[src/rtl/cfo_rot_pkg.sv]
package cfo_rot_pkg;

    localparam real PI_R = 3.14159265358979323846;

    // One octant table entry: cosine (want_sin=0) or sine of k*(pi/4)/2^aw,
    // scaled to the full unsigned magnitude range and rounded.
    function automatic int octant_entry(input int k, input int aw, input int mw,
                                        input bit want_sin);
        real th;
        real v;
        th = (real'(k) * PI_R) / (4.0 * real'(1 << aw));
        v  = want_sin ? $sin(th) : $cos(th);
        return $rtoi(v * real'((1 << mw) - 1) + 0.5);
    endfunction

endpackage

[src/rtl/cfo_phase_acc.sv]
module cfo_phase_acc #(
    parameter int PW    = 12,
    parameter int LANES = 4
) (
    input  logic          clk,
    input  logic          rst_n,
    input  logic          clr,
    input  logic          adv,
    input  logic [PW-1:0] inc,
    output logic [PW-1:0] phase_use,
    output logic [PW-1:0] phase_q
);

    localparam logic [PW-1:0] STEP_MUL = PW'(LANES);

    typedef struct packed {
        logic [PW-1:0] ph;
    } acc_t;

    acc_t st_d, st_q;

    always_comb begin
        phase_use = clr ? '0 : st_q.ph;
        st_d.ph   = phase_use + (adv ? PW'(inc * STEP_MUL) : '0);
    end

    always_ff @(posedge clk or negedge rst_n) begin
        if (!rst_n) st_q <= '0;
        else        st_q <= st_d;
    end

    assign phase_q = st_q.ph;

endmodule

[src/rtl/cfo_phasor_rom.sv]
module cfo_phasor_rom #(
    parameter int PW = 12,
    parameter int AW = 6,
    parameter int MW = 10
) (
    input  logic [PW-1:0]        phase,
    output logic signed [MW:0]   cos_o,
    output logic signed [MW:0]   sin_o
);

    localparam int DEPTH = 1 << AW;
    localparam int TW    = AW + 3;   // quadrant(2) + octant(1) + index

    logic [MW-1:0] cos_rom [DEPTH];
    logic [MW-1:0] sin_rom [DEPTH];

    for (genvar k = 0; k < DEPTH; k++) begin : g_rom
        localparam int CV = cfo_rot_pkg::octant_entry(k, AW, MW, 1'b0);
        localparam int SV = cfo_rot_pkg::octant_entry(k, AW, MW, 1'b1);
        assign cos_rom[k] = MW'(CV);
        assign sin_rom[k] = MW'(SV);
    end

    logic [TW-1:0] ang;
    logic [1:0]    quad;
    logic          oct;
    logic [AW-1:0] idx;
    logic          swap;
    logic [MW-1:0] c_mag, s_mag;
    logic          c_neg, s_neg;

    always_comb begin
        // rotation is by the negated accumulated phase
        ang   = TW'((PW'(0) - phase) >> (PW - TW));
        quad  = ang[TW-1:TW-2];
        oct   = ang[TW-3];
        idx   = oct ? ~ang[AW-1:0] : ang[AW-1:0];
        swap  = oct ^ quad[0];
        c_mag = swap ? sin_rom[idx] : cos_rom[idx];
        s_mag = swap ? cos_rom[idx] : sin_rom[idx];
        c_neg = quad[1] ^ quad[0];
        s_neg = quad[1];
        cos_o = c_neg ? -$signed({1'b0, c_mag}) : $signed({1'b0, c_mag});
        sin_o = s_neg ? -$signed({1'b0, s_mag}) : $signed({1'b0, s_mag});
    end

endmodule

[src/rtl/cfo_lane_rot.sv]
module cfo_lane_rot #(
    parameter int DW = 8,
    parameter int MW = 10
) (
    input  logic                 clk,
    input  logic                 rst_n,
    input  logic                 en,
    input  logic signed [DW-1:0] x_i,
    input  logic signed [DW-1:0] x_q,
    input  logic signed [MW:0]   c,
    input  logic signed [MW:0]   s,
    output logic signed [DW-1:0] y_i,
    output logic signed [DW-1:0] y_q
);

    localparam int SW = DW + MW + 2;
    localparam logic signed [SW-1:0] HALF = SW'(1) << (MW - 1);
    localparam logic signed [SW-1:0] MAXV = SW'((1 << (DW - 1)) - 1);
    localparam logic signed [SW-1:0] MINV = -MAXV - SW'(1);

    typedef struct packed {
        logic [DW-1:0] yi;
        logic [DW-1:0] yq;
    } lane_t;

    lane_t st_d, st_q;

    function automatic logic [DW-1:0] rnd_sat(input logic signed [SW-1:0] v);
        logic signed [SW-1:0] r;
        r = (v + HALF) >>> MW;
        if (r > MAXV)      return MAXV[DW-1:0];
        else if (r < MINV) return MINV[DW-1:0];
        else               return r[DW-1:0];
    endfunction

    logic signed [SW-1:0] xi, xq, cs, ss, pi_sum, pq_sum;

    always_comb begin
        xi     = SW'(x_i);
        xq     = SW'(x_q);
        cs     = SW'(c);
        ss     = SW'(s);
        pi_sum = xi * cs + xq * ss;
        pq_sum = xq * cs - xi * ss;
        st_d   = st_q;
        if (en) begin
            st_d.yi = rnd_sat(pi_sum);
            st_d.yq = rnd_sat(pq_sum);
        end
    end

    always_ff @(posedge clk or negedge rst_n) begin
        if (!rst_n) st_q <= '0;
        else        st_q <= st_d;
    end

    assign y_i = $signed(st_q.yi);
    assign y_q = $signed(st_q.yq);

endmodule

[src/rtl/cfo_shared_rotator.sv]
module cfo_shared_rotator #(
    parameter int LANES = 4,
    parameter int DW    = 8,
    parameter int PW    = 12,
    parameter int AW    = 6,
    parameter int MW    = 10
) (
    input  logic                  clk,
    input  logic                  rst_n,
    input  logic [PW-1:0]         phase_inc,
    input  logic                  phase_clr,
    input  logic                  in_valid,
    input  logic [LANES*DW-1:0]   in_i,
    input  logic [LANES*DW-1:0]   in_q,
    output logic                  out_valid,
    output logic [LANES*DW-1:0]   out_i,
    output logic [LANES*DW-1:0]   out_q
);

    typedef struct packed {
        logic                      vld;
        logic [LANES-1:0][DW-1:0]  li;
        logic [LANES-1:0][DW-1:0]  lq;
        logic [MW:0]               c;
        logic [MW:0]               s;
        logic                      ov;
    } pipe_t;

    pipe_t st_d, st_q;

    logic [PW-1:0]       phase_use;
    logic [PW-1:0]       acc_phase;
    logic signed [MW:0]  rom_cos, rom_sin;

    cfo_phase_acc #(.PW(PW), .LANES(LANES)) i_acc (
        .clk       (clk),
        .rst_n     (rst_n),
        .clr       (phase_clr),
        .adv       (in_valid),
        .inc       (phase_inc),
        .phase_use (phase_use),
        .phase_q   (acc_phase)
    );

    cfo_phasor_rom #(.PW(PW), .AW(AW), .MW(MW)) i_rom (
        .phase (phase_use),
        .cos_o (rom_cos),
        .sin_o (rom_sin)
    );

    always_comb begin
        st_d     = st_q;
        st_d.vld = in_valid;
        st_d.ov  = st_q.vld;
        if (in_valid) begin
            st_d.li = in_i;
            st_d.lq = in_q;
            st_d.c  = rom_cos;
            st_d.s  = rom_sin;
        end
    end

    always_ff @(posedge clk or negedge rst_n) begin
        if (!rst_n) st_q <= '0;
        else        st_q <= st_d;
    end

    logic signed [DW-1:0] lane_yi [LANES];
    logic signed [DW-1:0] lane_yq [LANES];

    for (genvar l = 0; l < LANES; l++) begin : g_lane
        cfo_lane_rot #(.DW(DW), .MW(MW)) i_rot (
            .clk   (clk),
            .rst_n (rst_n),
            .en    (st_q.vld),
            .x_i   ($signed(st_q.li[l])),
            .x_q   ($signed(st_q.lq[l])),
            .c     ($signed(st_q.c)),
            .s     ($signed(st_q.s)),
            .y_i   (lane_yi[l]),
            .y_q   (lane_yq[l])
        );
        assign out_i[l*DW +: DW] = lane_yi[l];
        assign out_q[l*DW +: DW] = lane_yq[l];
    end

    assign out_valid = st_q.ov;

endmodule

[config.mk]
export PLATFORM = sky130hd
export DESIGN_NAME = cfo_shared_rotator
export DESIGN_NICKNAME = d
export VERILOG_FILES = /design/src/rtl/cfo_rot_pkg.sv /design/src/rtl/cfo_phase_acc.sv /design/src/rtl/cfo_phasor_rom.sv /design/src/rtl/cfo_lane_rot.sv /design/src/rtl/cfo_shared_rotator.sv
export SDC_FILE = /design/constraint.sdc
export NUM_CORES = 2
export LEC_CHECK = 0
export ABC_CLOCK_PERIOD_IN_PS = 7390
export BUFFER_PORTS_ARGS = -buffer_cell sky130_fd_sc_hd__buf_2
export CAP_MARGIN = 20
export CORE_ASPECT_RATIO = 0.5
export CORE_MARGIN = 2
export CORE_UTILIZATION = 50
export DETAILED_ROUTE_END_ITERATION = 7
export GPL_TIMING_DRIVEN = 0
export HOLD_SLACK_MARGIN = 0.1
export PLACE_DENSITY = 0.72
export SETUP_SLACK_MARGIN = 0.02
export SYNTH_ARGS = -nofsm -noshare
export SYNTH_HDL_FRONTEND = slang
export SYNTH_SLANG_ARGS = --single-unit
[constraint.sdc]
create_clock -name clk -period 7.39 [get_ports clk]
set_input_delay 2.217 -clock clk [delete_from_list [all_inputs] [get_ports clk]]
set_output_delay 2.217 -clock clk [all_outputs]
set_load 0.005 [all_outputs]
==> impl_metrics.toml <==
[run_status]
outcome = "finished clean"

[detailed_routing]
wl_met2_mm = 95.3
drcViolationCount = 0
wl_per_cell_um = 24.0
drt-total-wl_mm = 229
top_layer = "met5"
viasPerCell = 5.67
drtIter0Drc = 5291
first_pass_iters = 6
dr_wl_met3_mm = 31.4
met1_length_mm = 88.2
antenna_left = 0
vias = 54200

[clock_tree]
numClockSinks = 164
cts_tree = "yes"
root_buffer = "clkbuf_16"
insertion_delay_ps = 590
ctsHoldBuffers = 0
cts_buffers = 17
cts.clk_slew.worst_paths_ps = 100
htreeDepth = 4
clockBufferDepth = 2

[timing]
rsz0062_at_grt = "true"
final.setup.tns_ps = 0
slew_headroom = 0.199
finalCriticalPeriod_ps = 7310
finClkSkew_ps = 24.4
timing.fmax_ghz = 0.137
finalSetupViolCount = 0
drv_slew = 0
final_hold_viol_count = 0
fin_crit_sh = 0.989
tightest_slew_ps = 1200

[die]
ioPinCount = 145
dieArea_um2 = 135000
die_w_um = 518
die_h_um = 261
rows = 94
core_area_um2 = 131000
initial_core_util = 0.504

[final_layout]
ff_latch_area_um2 = 4130
fin_nets = 9837
postLayoutCoreUtil = 0.562
multi_input_area_um2 = 56000
fillers = 11700
drive_gt1_frac = 0.120
finish.instance_area_um2 = 73900
syn2layout_area_growth_pct = 11.7
fin_cells = 9557

[global_route]
antenna_found_initial = 42
grt_max_degree = 88
grt_first_pass_wirelength_mm = 337
overflow = 0
track_usage = 0.339
grt_pass1_vias = 54500

[placement]
dp_hpwl_mm = 182
place_congestion = 1.02
dp.cells = 9395
dpl-instance-area_um2 = 69900
numPortBuffers = 141

[synth]
postSynth.asyncResetShare = 1.00
syn_nets = 9537
ys_ff_latch = 164
syn_inst = 7433
synth_area_um2 = 66200
synth.top_cell.area_share = 0.354
yosys_warnings = 0
yosys-top-cells-area = "fa_1, ha_1, inv_1, and2_1, dfrtp_1"
avgSynthCellArea_um2 = 8.90
ys.flop_type = "dfrtp_1"
synth_common_cells = "inv_1, fa_1, ha_1, and2_1, nand2_1"
synth.largest_area_cell = "fa_1"
seq_area_frac_synth = 0.0620
synth_edf_count = 0
yosysUniqueCellTypes = 91
yosysMostFrequentCell = "inv_1"

[worst_setup_path]
critPathKind = "reg2reg"
crit_required_ps = 7850
crit-reg2reg-capture = "g_lane[3].i_rot.y_q[6]$_DFFE_PN0P_"
r2r-start = "st_q[13]$_DFFE_PN0P_"
endpoint_kind = "flip-flop"
ff2ff_setup_slack_ps = 80
cpMostUsedCell = "fa_1"
startpoint_type = "flip-flop"
crit_fanout = 10
cp_slowest_stage_delay_ps = 570
arrival_ps = 7770
crit_slowest_cell = "clkbuf_2"
worstRegToRegCells = 28

[job]
cap_violations = 0

[min_path]
worstHoldStart = "g_lane[3].i_rot.y_q[7]$_DFFE_PN0P_"
whs_path_depth = 1
holdPathEnd = "g_lane[3].i_rot.y_q[7]$_DFFE_PN0P_"
hold_path.class = "reg2reg"
==> cell families after synthesis <==
logic type	count (synthesis)	share of synthesized area
AOI/OAI and AO/OA	894	0.0920
xor gates and xnor gates	431	0.0571
adders and majority gates	2024	0.515
buffers and inverters	1967	0.112
DFF	164	0.0620
muxes	82	0.0138
and+or+nand+nor	1871	0.148
==> cell type report <==
class,instances,share of cell area
repair buffers,288,0.0323
multi-input cells,5302,0.758
plain buffers,351,0.0320
clock inverters,14,0.00242
diodes,35,0.00119
clock buffers,18,0.00595
inverters,1609,0.0818
flip-flops and latches,164,0.0559
well taps,1776,0.0301
==> flip-flops by register name, summed over array words and instances (netlist names) <==
register,flops
g_lane.i_rot.y_i,32
g_lane.i_rot.y_q,32
i_acc.phase_q,12
out_valid,1
st_d,1
st_q,86
==> worst max-delay path by stage <==
stage,to,from,depth (start not counted)
2_1_floorplan,g_lane[2].i_rot.y_i[0]$_DFFE_PN0P_,st_q[17]$_DFFE_PN0P_,28
5_1_grt,g_lane[1].i_rot.y_q[1]$_DFFE_PN0P_,st_q[4]$_DFFE_PN0P_,31
6_report,g_lane[3].i_rot.y_q[6]$_DFFE_PN0P_,st_q[13]$_DFFE_PN0P_,28
4_1_cts,g_lane[3].i_rot.y_q[6]$_DFFE_PN0P_,st_q[12]$_DFFE_PN0P_,32
3_5_place_dp,g_lane[3].i_rot.y_q[6]$_DFFE_PN0P_,st_q[1]$_DFFE_PN0P_,32
3_3_place_gp,g_lane[0].i_rot.y_i[1]$_DFFE_PN0P_,st_q[12]$_DFFE_PN0P_,31
==> cells in the final DEF, fill, tap and decap left out, types with 35 or more instances in the layout <==
master / Yosys / final
inv_1: 1608 / 1607
fa_1: 1169 / 1161
and2_1: 850 / 850
ha_1: 855 / 826
nand2_1: 510 / 508
xnor2_1: 355 / 337
nor2_1: 269 / 265
a21oi_1: 293 / 191
buf_2: 5 / 173
dfrtp_1: 164 / 148
clkbuf_2: 0 / 113
buf_4: 2 / 112
a21oi_2: 0 / 101
o21ai_0: 104 / 99
o21bai_1: 107 / 94
clkbuf_1: 323 / 92
xor2_1: 76 / 74
mux2_2: 69 / 68
a21o_1: 66 / 66
buf_8: 0 / 48
nand2b_1: 43 / 43
nor3_1: 41 / 41
a221o_1: 41 / 41
diode_2: 0 / 35
==> repair_timing <==
action	CTS	global route
setup endpoints to repair	64	63
setup buffers	24	70
pin swaps	31	136
resized for setup	430	406
gates cloned	0	4
==> per-stage QoR <==
step                      hold WS (ps)  setup slack, ps
after floorplan                    431              164
after global placement             460            -2880
after detailed placement           470            -2450
after CTS                          490           -0.124
after global routing               522             -142
final                              484             83.0
==> critical path: cells and delay by family (launching register included) <==
| kind | cells | cell delay (ps) |
|---|---|---|
| fa+ha+maj | 7 | 2830 |
| flops | 1 | 420 |
| simple gates | 2 | 240 |
| compound gates | 12 | 2260 |
| mux | 1 | 240 |
| buf+inv | 5 | 930 |
| xor+xnor | 1 | 230 |
==> metal layers <==
layer,vias to the layer above,global-route usage
li1,23600,-
met1,26900,0.426
met2,2900,0.503
met3,718,0.137
met4,14,0.175
met5,-,0
Power is not shown: default switching activity piles up to over one toggle a cycle in this logic, so the estimate is an artifact.
